--- src/rtl/fwq_pkg.sv ---
package fwq_pkg;

  // Filtered, clock-domain view of the pins handed from datapath to control
  typedef struct packed {
    logic ceLow;
    logic oeLow;
    logic weLow;
    logic weRise;
    logic lockOn;
  } pinView_t;

  localparam int NUM_PINS = 3;
  localparam int PIN_CE = 0;
  localparam int PIN_OE = 1;
  localparam int PIN_WE = 2;

endpackage

--- src/rtl/fwq_glitch_filter.sv ---
module fwq_glitch_filter #(
  parameter int SYNC_STAGES   = 2,
  parameter int GLITCH_CYCLES = 4,
  parameter bit RESET_LEVEL   = 1'b1
) (
  input  logic clk,
  input  logic rstN,
  input  logic pinRaw,
  output logic pinClean
);

  localparam int CW = $clog2(GLITCH_CYCLES + 1);
  localparam logic [CW-1:0] LAST = CW'(GLITCH_CYCLES - 1);

  logic [SYNC_STAGES-1:0] syncQ;
  logic sampled;
  logic [CW-1:0] runLen;
  logic level;

  // Synchroniser chain; SYNC_STAGES is expected to be 2 or more
  always_ff @(posedge clk or negedge rstN) begin
    if (!rstN) syncQ <= {SYNC_STAGES{RESET_LEVEL}};
    else       syncQ <= {syncQ[SYNC_STAGES-2:0], pinRaw};
  end

  assign sampled = syncQ[SYNC_STAGES-1];

  // Persistence counter: a new level must be seen GLITCH_CYCLES samples in a row
  always_ff @(posedge clk or negedge rstN) begin
    if (!rstN) begin
      level  <= RESET_LEVEL;
      runLen <= '0;
    end else if (sampled == level) begin
      runLen <= '0;
    end else if (runLen == LAST) begin
      level  <= sampled;
      runLen <= '0;
    end else begin
      runLen <= runLen + 1'b1;
    end
  end

  assign pinClean = level;

  generate
    if (GLITCH_CYCLES >= 2) begin : g_chk

      filt_persist_chk: assert property (@(posedge clk) disable iff (!rstN)
        !$stable(level) |-> ($past(sampled, 1) == $past(sampled, 2)));
    end
  endgenerate

endmodule

--- src/rtl/fwq_pin_datapath.sv ---
module fwq_pin_datapath
  import fwq_pkg::*;
#(
  parameter int SYNC_STAGES   = 2,
  parameter int GLITCH_CYCLES = 4
) (
  input  logic     clk,
  input  logic     rstN,
  input  logic     ceN,
  input  logic     oeN,
  input  logic     weN,
  input  logic     supplyLow,
  output pinView_t pv
);

  // Write enable resets to "low" so that it must be proven high after power-up
  localparam logic [NUM_PINS-1:0] PIN_RESET = 3'b011;

  logic [NUM_PINS-1:0] rawPins;
  logic [NUM_PINS-1:0] cleanPins;
  logic [SYNC_STAGES-1:0] lockQ;
  logic weHighD;

  assign rawPins[PIN_CE] = ceN;
  assign rawPins[PIN_OE] = oeN;
  assign rawPins[PIN_WE] = weN;

  generate
    for (genvar i = 0; i < NUM_PINS; i++) begin : g_pin
      fwq_glitch_filter #(
        .SYNC_STAGES  (SYNC_STAGES),
        .GLITCH_CYCLES(GLITCH_CYCLES),
        .RESET_LEVEL  (PIN_RESET[i])
      ) u_filt (
        .clk     (clk),
        .rstN    (rstN),
        .pinRaw  (rawPins[i]),
        .pinClean(cleanPins[i])
      );
    end
  endgenerate

  always_ff @(posedge clk or negedge rstN) begin
    if (!rstN) begin
      lockQ   <= '0;
      weHighD <= 1'b0;
    end else begin
      lockQ   <= {lockQ[SYNC_STAGES-2:0], supplyLow};
      weHighD <= cleanPins[PIN_WE];
    end
  end

  always_comb begin
    pv.ceLow  = ~cleanPins[PIN_CE];
    pv.oeLow  = ~cleanPins[PIN_OE];
    pv.weLow  = ~cleanPins[PIN_WE];
    pv.weRise = cleanPins[PIN_WE] & ~weHighD;
    pv.lockOn = lockQ[SYNC_STAGES-1];
  end


  we_rise_from_low_chk: assert property (@(posedge clk) disable iff (!rstN)
    pv.weRise |-> $past(pv.weLow));

endmodule

--- src/rtl/fwq_write_control.sv ---
module fwq_write_control
  import fwq_pkg::*;
(
  input  logic     clk,
  input  logic     rstN,
  input  pinView_t pv,
  output logic     wrStrobe,
  output logic     forceRead
);

  logic porPending;
  logic lockD;
  logic armed;
  logic condHeld;
  logic wrQ;
  logic frQ;
  logic lockRise;
  logic condNow;
  logic acceptWr;

  assign lockRise = pv.lockOn & ~lockD;
  assign condNow  = pv.ceLow & ~pv.oeLow;
  assign acceptWr = pv.weRise & armed & condHeld & condNow & ~pv.lockOn;

  always_ff @(posedge clk or negedge rstN) begin
    if (!rstN) begin
      porPending <= 1'b1;
      lockD      <= 1'b0;
      armed      <= 1'b0;
      condHeld   <= 1'b0;
      wrQ        <= 1'b0;
      frQ        <= 1'b0;
    end else begin
      porPending <= 1'b0;
      lockD      <= pv.lockOn;
      frQ        <= porPending | lockRise;
      wrQ        <= acceptWr;
      // Arming: lockout disarms, a filtered high write enable re-arms
      if (pv.lockOn)      armed <= 1'b0;
      else if (!pv.weLow) armed <= 1'b1;
      // Condition must hold for the whole low phase of write enable
      if (!pv.weLow) condHeld <= condNow;
      else           condHeld <= condHeld & condNow;
    end
  end

  assign wrStrobe  = wrQ;
  assign forceRead = frQ;


  wr_single_cycle_chk: assert property (@(posedge clk) disable iff (!rstN)
    wrStrobe |=> !wrStrobe);


  lock_quiet_chk: assert property (@(posedge clk) disable iff (!rstN)
    (pv.lockOn && $past(pv.lockOn)) |-> !wrStrobe);


  wr_pins_ok_chk: assert property (@(posedge clk) disable iff (!rstN)
    wrStrobe |-> $past(pv.ceLow && !pv.oeLow && pv.weRise));


  lock_forces_read_chk: assert property (@(posedge clk) disable iff (!rstN)
    $rose(pv.lockOn) |=> forceRead);

endmodule

--- src/rtl/flash_write_qualifier.sv ---
module flash_write_qualifier
  import fwq_pkg::*;
#(
  parameter int SYNC_STAGES   = 2,
  parameter int GLITCH_CYCLES = 4
) (
  input  logic clk,
  input  logic rstN,
  input  logic ceN,
  input  logic oeN,
  input  logic weN,
  input  logic supplyLow,
  output logic wrStrobe,
  output logic forceRead
);

  pinView_t pinView;

  fwq_pin_datapath #(
    .SYNC_STAGES  (SYNC_STAGES),
    .GLITCH_CYCLES(GLITCH_CYCLES)
  ) u_datapath (
    .clk      (clk),
    .rstN     (rstN),
    .ceN      (ceN),
    .oeN      (oeN),
    .weN      (weN),
    .supplyLow(supplyLow),
    .pv       (pinView)
  );

  fwq_write_control u_control (
    .clk      (clk),
    .rstN     (rstN),
    .pv       (pinView),
    .wrStrobe (wrStrobe),
    .forceRead(forceRead)
  );

endmodule

--- config.mk ---
export PLATFORM = sky130hd
export DESIGN_NAME = flash_write_qualifier
export DESIGN_NICKNAME = d
export VERILOG_FILES = /design/src/rtl/fwq_pkg.sv /design/src/rtl/fwq_glitch_filter.sv /design/src/rtl/fwq_pin_datapath.sv /design/src/rtl/fwq_write_control.sv /design/src/rtl/flash_write_qualifier.sv
export SDC_FILE = /design/constraint.sdc
export NUM_CORES = 1
export LEC_CHECK = 0
export ABC_CLOCK_PERIOD_IN_PS = 2890
export BUFFER_PORTS_ARGS = -buffer_cell sky130_fd_sc_hd__buf_2
export CORE_MARGIN = 3
export CORE_UTILIZATION = 59
export DETAILED_ROUTE_END_ITERATION = 10
export PLACE_DENSITY_LB_ADDON = 0.25
export SLEW_MARGIN = 20
export SYNTH_ARGS = -nofsm -noshare
export SYNTH_HDL_FRONTEND = slang
export SYNTH_SLANG_ARGS = --single-unit
--- constraint.sdc ---
create_clock -name clk -period 2.89 [get_ports clk]
set_input_delay 0.289 -clock clk [delete_from_list [all_inputs] [get_ports clk]]
set_output_delay 0.289 -clock clk [all_outputs]
set_load 0.05 [all_outputs]
==> impl_results.md, run 1 <==
- Commonest cells after routing, fill and taps aside: dfrtp_1, buf_2, dfstp_2, nor2b_1, nor3b_1
- Share of the core filled with cells in the final layout: 72.9%
- Die width: 45.4 um
- Post-route clock skew: 0.0121 ns
- Synthesized area per cell: 16.1 um^2
- Yosys warns: 0
- Post-detailed-routing wire length: 1.09 mm
- Final weighted congestion in routability-driven placement: 0.636
- Final layout net count: 79
- Setup slack of the critical path after layout: 1.66 ns
- Unrepaired setup endpoints after global routing: no
- Detailed-route via count: 441
- Highest attainable clock frequency: 815 MHz
- Per-cell routed wire length: 13.0 um
- Commonest non-fill, non-tap cell in the layout: dfrtp_1
- Post-synth EDFFs: 0
- # clock sinks: 27
- Ant diodes: 0
- First-pass GRT wire length: 1.84 mm
- Slew at the pin closest to its max-slew limit: 0.545 ns
- Ratio of final minimum period to clock period: 42.4%
- Die Area: 0.00206 mm^2
- Largest fanout of any net on the critical path: 3
- Worst-case headroom to the max-slew limit: 63.6%
- Critical path required time: 3.10 ns
- Final critical delay including setup and external delays: 1.23 ns
- Total CTS buffers: 3
- VDD IR max: 0.000468 V
- Placeable core region: 0.00138 mm^2
- Post-synthesis cell type count: 16
- Net count of the mapped netlist: 66
- Pin count of the biggest net entering global routing: 28
- Maximum number of buffers from clock root to sink: 2
- Ratio of cells with drive above 1 in the final layout: 31.9%
- Lkg Pwr: 0.469 nW
- Number of DRC violations after detailed-routing iteration 0: 0
- Clock tree from TritonCTS: done
- Nature of the critical path startpoint: flip-flop
- Layout overhead on the synthesized area: 9.82%
- Number of antenna violations at the first check in global routing: 0
- Final hold violation count: 0
- Capturing element type of the critical path: flip-flop
- Port Buf Inserts: 7
- First-pass iteration count of the detailed router: 1
- Clock slew seen by the registers of the worst setup and hold paths: 0.13 ns
- Sequential fraction of the synthesis area: 74.6%
- Maximum capacitance violations: 0
- Type of the worst min-delay path: input port to flip-flop
- Die height: 45.4 um
- Count of final setup violators: 0
- Critical path data arrival time: 1.44 ns
- Clock latency at the later pin of the worst-skew pair: 0.31 ns
- Clock root buffer: clkbuf_4
- Overall routing resource usage: 13.3%
- Cell with the largest stage delay on the worst path: dfrtp_1
- Standard-cell rows: 13
- CTS H-Tree Depth: 1
- DRC: 0
- Netlist area before placement: 917 um^2
- Share of synthesized flip-flops with an asynchronous set or reset: 100%
- Count of pins over their slew limit: 0
- Global-route congestion overflow total: 0
- Power per standard cell area: 825 mW/mm^2
- Setup_tns: 0 ns
- Post-Place Setup Slack: 1.69 ns
- Biggest cell delay along the critical path: 0.39 ns
- Post_cts resized: 0
- Half-perimeter wire length after placement: 790 um
- DRT antenna net count: 0
- Number of synthesized register bits: 27
- Initial core utilization: 66.3%
- I/O pin count: 8
- Post-Place Cell Area: 971 um^2
- Cells along the critical path: ha_1 > nor2b_2 > mux2_2
- Setup Crit Path Kind: flip-flop to flip-flop
- Number of cells produced by synthesis: 57
- Final instance area: 0.00101 mm^2
- Post-DR vias/cell: 5.25
- Outcome: complete, no violations
- FILL cells: 88
- Number of global-route vias before repair: 446
- Post-synth top flop: dfrtp_1
[cells in the mapped netlist, types with 3 or more instances]
library cell  instances  area (um^2)
dfstp_2               7          184
nor2_1                3         11.3
dfrtp_1              20          500
nor3_1                3         15.0
nor2b_1               4         25.0
nor3b_1               4         30.0
mux2_2                3         33.8
xnor2_1               3         26.3
ha_1                  3         37.5
[worst max-delay path, delay by kind of cell (launching register included)]
family,cells,cell delay [ns]
adders and majority gates,1,0.17
DFF,1,0.39
and+or+nand+nor,1,0.21
muxes,1,0.36
[cell families (layout without fill, tap and decap cells)]
group           count (synthesis)  count (layout)  share of synthesized area (%)
compound gates                  1               1                          0.819
xor+xnor                        3               3                           2.87
fa+ha+maj                       3               3                           4.09
buf+inv                         1              13                          0.409
flops                          27              27                           74.6
mux                             3               3                           3.68
other cells                     1               1                          0.409
simple gates                   18              18                           13.1
[metrics by stage]
step	power [W]	hold slack [ns]	instances
after CTS	0.000844	0.0444	84
after global routing	0.000890	0.0395	84
after detailed placement	0.000692	0.306	79
after global placement	0.000682	0.308	79
final	0.000831	0.0563	84
after floorplan	0.000648	-0.00659	57
[path summary, 6_finish.rpt]
check | from | end | slack [ns] | cells past startpoint
setup / recovery | u_datapath.g_pin[2].u_filt.runLen[0] | u_datapath.g_pin[2].u_filt.pinClean | 1.66 | 3
hold / removal | ceN | u_datapath.g_pin[0].u_filt.syncQ[0] | 0.06 | 1
setup reg to reg | u_datapath.g_pin[2].u_filt.runLen[0] | u_datapath.g_pin[2].u_filt.pinClean | 1.66 | 3
hold reg to reg | u_datapath.lockQ[0] | u_datapath.lockQ[1] | 0.36 | 0
max in group asynchronous | rstN | u_datapath.g_pin[0].u_filt.syncQ[1] | 2.02 | 2
min in group asynchronous | rstN | u_datapath.g_pin[1].u_filt.runLen[1] | 0.48 | 2
[final cells by class]
type	instances	area, um^2	share of cell area [%]
inverters	1	3.75	0.373
flip-flops and latches	27	684	68.0
multi-input cells	29	229	22.7
repair buffers	8	45.0	4.47
well taps	15	18.8	1.86
clock buffers	4	26.3	2.61
[per-layer routing]
layer	up-vias	track usage, %	wire length [um]
met3	2	2.37	38
met4	0	10.5	10
met1	218	15.8	491
li1	215	-	-
met2	6	21.2	554
met5	-	0	0
[where the power goes]
part	internal (W)	total (W)	leakage [nW]	switching [W]
combinational	0.0000896	0.000160	0.128	0.0000700
clock	0.0000538	0.000150	0.0150	0.0000957
sequential	0.000471	0.000522	0.326	0.0000517
total	0.000614	0.000831	0.469	0.000217
[registers in the layout (all words and copies together) (netlist names)]
name,cells
u_datapath.g_pin.u_filt.runLen,9
u_control.wrStrobe,1
u_datapath.lockQ,2
u_control.condHeld,1
u_datapath.weHighD,1
u_datapath.g_pin.u_filt.syncQ,6
u_datapath.g_pin.u_filt.pinClean,3
u_control.armed,1
u_control.porPending,1
u_control.forceRead,1
u_control.lockD,1
[timing repair]
| item | in CTS | in global routing |
|---|---|---|
| endpoints found under the hold margin | 20 | 0 |
| hold buffers | 1 | 0 |
| buffers inserted | 0 | 0 |
Power figures use the tool's default switching activity.
==> run 2, diff against run 1 <==
--- a/config.mk
+++ b/config.mk
@@ -5,10 +5,10 @@
 export SDC_FILE = /design/constraint.sdc
 export NUM_CORES = 1
 export LEC_CHECK = 0
-export ABC_CLOCK_PERIOD_IN_PS = 2890
+export ABC_CLOCK_PERIOD_IN_PS = 1210
 export BUFFER_PORTS_ARGS = -buffer_cell sky130_fd_sc_hd__buf_2
 export CORE_MARGIN = 3
-export CORE_UTILIZATION = 59
+export CORE_UTILIZATION = 54
 export DETAILED_ROUTE_END_ITERATION = 10
 export PLACE_DENSITY_LB_ADDON = 0.25
 export SLEW_MARGIN = 20
==> constraint.sdc (replaced) <==
create_clock -name clk -period 1.21 [get_ports clk]
set_input_delay 0.121 -clock clk [delete_from_list [all_inputs] [get_ports clk]]
set_output_delay 0.121 -clock clk [all_outputs]
set_load 0.05 [all_outputs]
==> impl_results.md, run 2 (synthesized netlist as in run 1, its figures left out) <==
- Outcome: complete, no violations
- Length of routed met3 wiring: 38 um
- Commonest non-fill, non-tap cell in the layout: dfrtp_1
- Ratio of cells with drive above 1 in the final layout: 32.4%
- Tot Pwr: 0.00200 W
- Final weighted congestion in routability-driven placement: 0.633
- Post-route clock skew: 0.00692 ns
- Pin count of the biggest net entering global routing: 28
- Clock latency at the later pin of the worst-skew pair: 0.30 ns
- Biggest cell delay along the critical path: 0.38 ns
- Cells along the critical path: ha_1 > nor2b_4 > mux2_2
- Commonest cells after routing, fill and taps aside: dfrtp_1, buf_2, dfstp_2, dlygate4sd3_1, nor3b_1
- Final cell count without fillers: 90
- # clock sinks: 27
- Power per standard cell area: 1880 mW/mm^2
- Die height: 47.2 um
- Initial core utilization: 58.8%
- First-pass GRT wire length: 1.78 mm
- Post-DR vias/cell: 4.92
- Half-perimeter wire length after placement: 737 um
- DRT antenna net count: 0
- Ratio of final minimum period to clock period: 95.2%
- Clock slew seen by the registers of the worst setup and hold paths: 0.13 ns
- Placeable core region: 0.00156 mm^2
- Nature of the critical path startpoint: flip-flop
- Largest fanout of any net on the critical path: 2
- Lkg Pwr: 0.492 nW
- Area used by sequential logic in the layout: 684 um^2
- Overall routing resource usage: 11.4%
- Area occupied by multi-input gates: 236 um^2
- Largest Register: u_datapath.g_pin.u_filt.runLen
- FILL cells: 122
- Setup Crit Path Kind: flip-flop to flip-flop
- Final hold violation count: 0
- Critical path data arrival time: 1.36 ns
- Maximum capacitance violations: 0
- Number of DRC violations after detailed-routing iteration 0: 0
- Port Buf Inserts: 7
- Final critical delay including setup and external delays: 1.15 ns
- Setup_tns: 0 ns
- Detailed-route via count: 443
- DRC: 0
- Highest attainable clock frequency: 868 MHz
- First-pass iteration count of the detailed router: 1
- CTS H-Tree Depth: 1
- Per-cell routed wire length: 11.5 um
- Type of the worst min-delay path: input port to asynchronous set/reset pin
- Amount of wire on met2 after detailed routing: 504 um
- I/O pin count: 8
- Flip-flop count of the largest register, all copies and words added: 9
- Post-Place Setup Slack: 0.00496 ns
- Total CTS buffers: 3
- Number of global-route vias before repair: 452
- Setup slack of the critical path after layout: 0.0581 ns
- VDD IR max: 0.00114 V
- Critical path required time: 1.41 ns
- Post-placement cell count: 80
- Number of antenna violations at the first check in global routing: 0
- Worst-case headroom to the max-slew limit: 63.8%
- Final layout net count: 84
- Count of pins over their slew limit: 0
- Layout overhead on the synthesized area: 16.0%
- Slew at the pin closest to its max-slew limit: 0.542 ns
- Max layer used: met3
- Maximum number of buffers from clock root to sink: 2
- Capturing element type of the critical path: flip-flop
- Clock tree from TritonCTS: done
- Sum of routed wire segments on met1: 490 um
- Die Area: 0.00223 mm^2
- Cell with the largest stage delay on the worst path: dfrtp_1
- Ant diodes: 0
- Global-route congestion overflow total: 0
- Die width: 47.2 um
- Clock root buffer: clkbuf_4
- Hold slack final: 0.319 ns
- Count of final setup violators: 0
- Standard-cell rows: 14
- Post-detailed-routing wire length: 1.03 mm
run 2: cell count changes in the layout (fill, tap and decap cells not counted):
cell / delta
nor2b_1: -1
buf_4: +1
dlygate4sd3_1: +4
nor2b_4: +1
run 2: stage by stage:
stage / util (%) / instance area, um^2
after floorplan: - / 917
after global placement: 62.4 / 972
after detailed placement: 62.4 / 972
after CTS: 67.6 / 1050
after global routing: 68.2 / 1060
final: 68.2 / 1060
run 2: cell type report:
type | count | area share (%)
Clock buffer | 4 | 2.47
Multi-Input combinational cell | 29 | 22.2
Sequential cell | 27 | 64.4
Tap cell | 16 | 1.88
Timing Repair Buffer | 13 | 8.71
Inverter | 1 | 0.353
run 2: worst max-delay path: cells and delay by family (launching register included):
kind / cells / cell delay, ns
muxes: 1 / 0.33
adders and majority gates: 1 / 0.18
DFF: 1 / 0.38
and+or+nand+nor: 1 / 0.16
run 2: what timing repair did:
| action | 4_1_cts | 5_1_grt |
|---|---|---|
| endpoints found under the setup margin | 1 | 2 |
| setup buffers | 0 | 1 |
| hold buffers | 5 | 0 |
| gates resized for setup | 1 | 1 |
| hold endpoints to repair | 24 | 0 |
| gates cloned | 0 | 0 |
| pin swaps | 0 | 0 |
run 2: final timing paths:
path,from,endpoint,slack (ns),depth (start not counted)
worst max register to register,u_datapath.g_pin[2].u_filt.runLen[0],u_datapath.g_pin[2].u_filt.pinClean,0.06,3
worst max-delay path,u_datapath.g_pin[2].u_filt.runLen[0],u_datapath.g_pin[2].u_filt.pinClean,0.06,3
worst min-delay path,rstN,u_datapath.g_pin[1].u_filt.runLen[1],0.32,2
worst min register to register,u_datapath.lockQ[0],u_datapath.lockQ[1],0.36,0
min in group clk,u_datapath.lockQ[0],u_datapath.lockQ[1],0.36,0
max in group asynchronous,rstN,u_datapath.g_pin[0].u_filt.pinClean,0.51,2
run 2: where the power goes:
| part | total (W) | leakage, nW | switching (W) | internal, W |
|---|---|---|---|---|
| Clock | 0.000349 | 0.0150 | 0.000221 | 0.000128 |
| Combinational | 0.000408 | 0.151 | 0.000172 | 0.000236 |
| Sequential | 0.00124 | 0.326 | 0.000120 | 0.00112 |
| Total | 0.00200 | 0.492 | 0.000513 | 0.00149 |
run 2: per-layer routing:
layer	track usage, %	up-vias
li1	-	223
met5	0	-
met1	14.2	214
met4	4.97	0
met3	2.30	0
met2	19.2	6
